--- src/rtl/lineSensorSeq_pkg.sv ---
package lineSensorSeq_pkg;
  // Strobes from control to datapath, one decision per rising edge
  typedef struct packed {
    logic start;    // fresh start: sample then hold all pixels
    logic restart;  // start while a line is running: keep held values
    logic advance;  // step to the next pixel
    logic finish;   // line complete, fall back to idle
    logic endMain;  // pixels 1..N-1 done, release their hold
  } seqStrobe_t;
endpackage

--- src/rtl/lineSensorSeqCtrl.sv ---
module lineSensorSeqCtrl
  import lineSensorSeq_pkg::*;
#(
  parameter int NUM_PIX = 256,
  localparam int IDX_W = $clog2(NUM_PIX + 1)
) (
  input  logic             clk,
  input  logic             rstN,
  input  logic             si,
  input  logic [IDX_W-1:0] pixelIdx,
  input  logic             pixelValid,
  output seqStrobe_t       strobe
);
  localparam logic [IDX_W-1:0] LAST_IDX = IDX_W'(NUM_PIX);
  localparam logic [IDX_W-1:0] PRE_LAST = IDX_W'(NUM_PIX - 1);

  logic atLast;
  logic running;

  assign atLast  = pixelValid && (pixelIdx == LAST_IDX);
  assign running = pixelValid && !atLast;

  always_comb begin
    strobe         = '0;
    strobe.start   = si && !running;
    strobe.restart = si && running;
    strobe.advance = !si && running;
    strobe.finish  = !si && atLast;
    strobe.endMain = !si && running && (pixelIdx == PRE_LAST);
  end


  start_sel_first_chk: assert property (@(posedge clk) disable iff (!rstN)
    strobe.start |=> (pixelIdx == 1) && pixelValid);


  advance_step_chk: assert property (@(posedge clk) disable iff (!rstN)
    strobe.advance |=> pixelValid && (pixelIdx == $past(pixelIdx) + 1'b1));


  restart_first_chk: assert property (@(posedge clk) disable iff (!rstN)
    strobe.restart |=> (pixelIdx == 1) && pixelValid);
endmodule

--- src/rtl/lineSensorSeqPath.sv ---
module lineSensorSeqPath
  import lineSensorSeq_pkg::*;
#(
  parameter int NUM_PIX  = 256,
  parameter int RST_EDGE = 2,
  localparam int IDX_W = $clog2(NUM_PIX + 1)
) (
  input  logic             clk,
  input  logic             rstN,
  input  logic             dis,
  input  seqStrobe_t       strobe,
  output logic [IDX_W-1:0] pixelIdx,
  output logic             pixelValid,
  output logic             holdMain,
  output logic             holdLast,
  output logic             integRstN,
  output logic             integEn
);
  localparam logic [IDX_W-1:0] FIRST_IDX = IDX_W'(1);
  localparam logic [IDX_W-1:0] CLR_IDX   = IDX_W'(RST_EDGE);

  logic freshRun;

  // Pixel selector and valid flag
  always_ff @(posedge clk or negedge rstN) begin
    if (!rstN) begin
      pixelIdx   <= FIRST_IDX;
      pixelValid <= 1'b0;
    end else if (strobe.start || strobe.restart) begin
      pixelIdx   <= FIRST_IDX;
      pixelValid <= 1'b1;
    end else if (strobe.advance) begin
      pixelIdx   <= pixelIdx + 1'b1;
    end else if (strobe.finish) begin
      pixelIdx   <= FIRST_IDX;
      pixelValid <= 1'b0;
    end
  end

  // Hold controls: the last pixel trails the others by one clock
  always_ff @(posedge clk or negedge rstN) begin
    if (!rstN) begin
      holdMain <= 1'b0;
      holdLast <= 1'b0;
      freshRun <= 1'b0;
      integEn  <= 1'b1;
    end else begin
      holdLast <= holdMain;
      integEn  <= !dis;
      if (strobe.start) begin
        holdMain <= 1'b1;
        freshRun <= 1'b1;
      end else begin
        if (strobe.endMain) holdMain <= 1'b0;
        if (strobe.restart) freshRun <= 1'b0;
      end
    end
  end

  // Integrator clear, timed on falling edges
  always_ff @(negedge clk or negedge rstN) begin
    if (!rstN) integRstN <= 1'b1;
    else       integRstN <= !(freshRun && pixelValid && (pixelIdx == CLR_IDX));
  end


  clr_window_chk: assert property (@(posedge clk) disable iff (!rstN)
    !integRstN |-> pixelValid && (pixelIdx == CLR_IDX) && holdMain);


  last_release_chk: assert property (@(posedge clk) disable iff (!rstN)
    $fell(holdMain) |=> $fell(holdLast));


  main_hold_range_chk: assert property (@(posedge clk) disable iff (!rstN)
    holdMain |-> pixelValid && (pixelIdx != IDX_W'(NUM_PIX)));


  idle_sample_chk: assert property (@(posedge clk) disable iff (!rstN)
    !pixelValid |-> (pixelIdx == FIRST_IDX) && !holdMain);
endmodule

--- src/rtl/lineSensorSeq.sv ---
module lineSensorSeq
  import lineSensorSeq_pkg::*;
#(
  parameter int NUM_PIX  = 256,
  parameter int RST_EDGE = 2,
  localparam int IDX_W = $clog2(NUM_PIX + 1)
) (
  input  logic             clk,
  input  logic             rstN,
  input  logic             si,
  input  logic             dis,
  output logic [IDX_W-1:0] pixelIdx,
  output logic             pixelValid,
  output logic             holdMain,
  output logic             holdLast,
  output logic             integRstN,
  output logic             integEn
);
  seqStrobe_t strobe;

  lineSensorSeqCtrl #(.NUM_PIX(NUM_PIX)) ctrl (
    .clk(clk), .rstN(rstN), .si(si),
    .pixelIdx(pixelIdx), .pixelValid(pixelValid), .strobe(strobe)
  );

  lineSensorSeqPath #(.NUM_PIX(NUM_PIX), .RST_EDGE(RST_EDGE)) path (
    .clk(clk), .rstN(rstN), .dis(dis), .strobe(strobe),
    .pixelIdx(pixelIdx), .pixelValid(pixelValid),
    .holdMain(holdMain), .holdLast(holdLast),
    .integRstN(integRstN), .integEn(integEn)
  );
endmodule

--- config.mk ---
export PLATFORM = sky130hd
export DESIGN_NAME = lineSensorSeq
export DESIGN_NICKNAME = d
export VERILOG_FILES = /design/src/rtl/lineSensorSeq_pkg.sv /design/src/rtl/lineSensorSeqCtrl.sv /design/src/rtl/lineSensorSeqPath.sv /design/src/rtl/lineSensorSeq.sv
export SDC_FILE = /design/constraint.sdc
export NUM_CORES = 1
export LEC_CHECK = 0
export ABC_AREA = 1
export CAP_MARGIN = 10
export CORE_MARGIN = 4
export CORE_UTILIZATION = 59
export DETAILED_ROUTE_END_ITERATION = 16
export DONT_BUFFER_PORTS = 1
export PLACE_DENSITY = 0.74
export SYNTH_ARGS = -nofsm -noshare
export SYNTH_HDL_FRONTEND = slang
export SYNTH_SLANG_ARGS = --single-unit
--- constraint.sdc ---
create_clock -name clk -period 1.9 [get_ports clk]
set_input_delay 0.19 -clock clk [delete_from_list [all_inputs] [get_ports clk]]
set_output_delay 0.19 -clock clk [all_outputs]
set_load 0.02 [all_outputs]
==> metrics.yaml <==
critical_path:
  cp_max_fo: 1
  worst-r2r-setup-slack_ns: 0.06
  rr_startpoint: "path.pixelIdx[0]"
  reg2regPathDepth: 5
  type_of_the_setup_path_with_the_least_slack: "register to primary output"
  worst_ep_arrival_time_ns: 1.87
  critPathRequiredTime_ns: 1.71
  timing.rr.end: "path.integRstN"
  cp-end-kind: "primary output"
  cp_startpoint_kind: "register"
clocking:
  clk_pin_slew_ns: 0.09
  cts-root-to-sink-buffers: 2
  htree_num_levels: 1
  worst_skew_late_latency_ns: 0.34
  tritoncts_clock_tree: "done"
  numCtsBuffers: 3
  clock_sinks: 15
  ctsResizeCount: 0
  post_cts_buffers: 0
  clk_root_buf: "sky130_fd_sc_hd__clkbuf_4"
finish:
  area_growth_pct: 20.4
  post_route_cells_drive_above_1_share: 0.248
  num-nets-final: 126
  post-route-cell-area_um2: 953
  antenna_cells: 0
  n_fill_cell: 76
yosys:
  synth_edf_count: 0
  synth_seq_cells: 15
  syn_nets: 107
  top_flip_flop_cell_by_instance_count_after_synthesis: "sky130_fd_sc_hd__dfrtp_1"
  yosysTopAreaCellShare: 0.379
  synth-seq-area-share: 0.479
  synthMostInstantiatedCell: "sky130_fd_sc_hd__nand2_1"
  ys_warn_count: 0
  synth_top_cell_by_area: "sky130_fd_sc_hd__dfrtp_1"
  synth_cell_type_count: 17
  synthArstFlopShare: 1.00
  synth_area_leaders: "sky130_fd_sc_hd__dfrtp_1 38%, sky130_fd_sc_hd__nand2_1 19%, sky130_fd_sc_hd__dfstp_2 10%, sky130_fd_sc_hd__ha_1 6.3%, sky130_fd_sc_hd__inv_1 5.2%"
  synthTopCellsByCount: "40 x sky130_fd_sc_hd__nand2_1, 12 x sky130_fd_sc_hd__dfrtp_1, 11 x sky130_fd_sc_hd__inv_1, 7 x sky130_fd_sc_hd__o21ai_1, 5 x sky130_fd_sc_hd__nor2_1"
  syn_inst: 99
  postSynthAreaPerCell_um2: 8.00
  netlist_area_um2: 792
pwr:
  internal_power_mw: 0.563
  combPwrFrac: 0.342
  pwr-share-clk: 0.219
  p_per_area_nw_per_um2: 921
  power.switching_fraction: 0.359
  vdd_drop_max_uv: 761
  power.sequential.fraction: 0.439
  power.net_switching_mw: 0.315
  cellLeakagePower_nw: 0.472
  report.power.total_mw: 0.878
detailed_routing:
  ant_nets: 0
  detail_route.vias_per_cell: 5.27
  drtIter0Drc: 6
  routed_wire_length_um: 1740
  drc: 0
  route.vias.total: 691
  firstDrtPassIters: 4
  routed_wire_length_per_instance_um: 13.2
floorplanning:
  placeableCoreArea_um2: 1190
  floorplan.die.width_um: 44.6
  floorplan.io_pins: 18
  start_util: 0.668
  total_die_area_um2: 1990
  die_h_um: 44.6
  floorplan.rows: 12
timing:
  finalHoldViolCount: 0
  final_number_of_max_transition_violations: 0
  finClkSkew_ns: 0.0635
  rsz0062_at_grt: "yes"
  setup_viol: 1
  setup_slack_ns: -0.163
  timing_worst_slew_pin_value_ns: 0.630
  slew_headroom: 0.579
run_status:
  violations: "setup timing"
  run_status: "finished with violations"
min_path:
  hold_crit_path_type: "primary input to register"
  whs_endpoint: "path.freshRun"
  min-delay-start: "si"
  number_of_stages_on_the_worst_hold_path: 2
global_route:
  antenna_found_initial: 0
  global_route_usage_sum: 0.210
  grt_pass1_wl_um: 3020
  gr-total-overflow: 0
  first_global_vias: 714
  grt_max_degree: 15
placement:
  io_buffers: 0
  gp_routability_congestion: 0.800
  post-dp-hpwl_um: 1340
  place_area_um2: 906
job:
  timing.max_cap.violations: 0
==> through the flow <==
step / hold WS, ns / setup WS, ns / util / setup TNS (ns) / std cells
after floorplan: -0.106 / -0.0762 / - / -0.0762 / 99
after global placement: -0.105 / 0.0407 / 0.764 / 0 / 125
after detailed placement: -0.105 / 0.0260 / 0.764 / 0 / 125
after CTS: 0.0495 / -0.169 / 0.804 / -0.169 / 131
after global routing: 0.0417 / -0.196 / 0.804 / -0.196 / 131
final: 0.0534 / -0.163 / 0.804 / -0.163 / 131
==> state kept, by name, indices dropped and copies added, names as in the netlist <==
signal / flops
path.freshRun: 1
path.holdLast: 1
path.holdMain: 1
path.integEn: 1
path.integRstN: 1
path.pixelIdx: 9
path.pixelValid: 1
==> what timing repair did <==
| action | CTS | global route |
|---|---|---|
| endpoints found under the hold margin | 15 | 0 |
| hold buffers | 2 | 0 |
| endpoints found under the setup margin | 1 | 1 |
==> cells by family (layout without fill, tap and decap cells) <==
group | count (synthesis) | count (layout) | synth area share
adder cells (fa/ha/maj) | 4 | 4 | 0.0632
AO/OA/AOI/OAI | 7 | 7 | 0.0442
buffers and inverters | 14 | 32 | 0.0679
XOR/XNOR | 3 | 3 | 0.0332
flip-flops | 15 | 15 | 0.479
AND/OR/NAND/NOR | 56 | 56 | 0.313
==> final cells by class <==
cell class              count  area [um^2]  area share
well taps                  14         17.5      0.0184
repair buffers             15          118       0.123
multi-input cells          70          362       0.379
flip-flops and latches     15          380       0.399
inverters                  12         45.0      0.0472
clock buffers               3         22.5      0.0236
clock inverters             2         8.76     0.00919
==> worst max-delay path by stage <==
stage	startpoint	to	cells past startpoint
finish	path.integRstN	integRstN	0
global route	path.integRstN	integRstN	0
CTS	path.integRstN	integRstN	0
detailed placement	path.pixelIdx[0]	path.integRstN	5
global placement	path.pixelIdx[0]	path.integRstN	5
floorplan	path.pixelIdx[0]	path.integRstN	5
==> power groups by stage <==
stage	clock network (mW)	logic [mW]	registers (mW)
2_1_floorplan	0.00659	0.109	0.458
3_3_place_gp	0.00659	0.281	0.387
3_5_place_dp	0.00659	0.291	0.392
4_1_cts	0.195	0.301	0.386
5_1_grt	0.216	0.337	0.391
6_report	0.192	0.300	0.386
==> cell usage in the layout (no fill, tap or decap) <==
master / Yosys / routed
sky130_fd_sc_hd__inv_1: 11 / 10
sky130_fd_sc_hd__clkbuf_4: 0 / 3
sky130_fd_sc_hd__ha_2: 0 / 1
sky130_fd_sc_hd__dlygate4sd3_1: 0 / 2
sky130_fd_sc_hd__nor3_1: 1 / 1
sky130_fd_sc_hd__nand3_1: 4 / 4
sky130_fd_sc_hd__inv_2: 2 / 3
sky130_fd_sc_hd__nand3_4: 1 / 1
sky130_fd_sc_hd__nor2_1: 5 / 5
sky130_fd_sc_hd__xor2_1: 2 / 2
sky130_fd_sc_hd__nor2_2: 2 / 2
sky130_fd_sc_hd__nand2_4: 1 / 1
sky130_fd_sc_hd__clkinvlp_2: 0 / 1
sky130_fd_sc_hd__dfstp_2: 3 / 3
sky130_fd_sc_hd__o21ai_1: 7 / 7
sky130_fd_sc_hd__xnor2_1: 1 / 1
sky130_fd_sc_hd__ha_1: 4 / 3
sky130_fd_sc_hd__nand2_1: 40 / 40
sky130_fd_sc_hd__nand4_1: 2 / 2
sky130_fd_sc_hd__dfrtp_2: 0 / 1
sky130_fd_sc_hd__buf_4: 0 / 13
sky130_fd_sc_hd__dfrtp_1: 12 / 11
==> routing by layer <==
| layer | global-route usage | vias to the layer above | share of wire |
|---|---|---|---|
| li1 | - | 345 | - |
| met1 | 0.275 | 324 | 0.42 |
| met2 | 0.335 | 20 | 0.50 |
| met3 | 0.0610 | 2 | 0.066 |
| met4 | 0.0602 | 0 | 0.0058 |
| met5 | 0 | - | 0 |
Power figures use the tool's default switching activity.
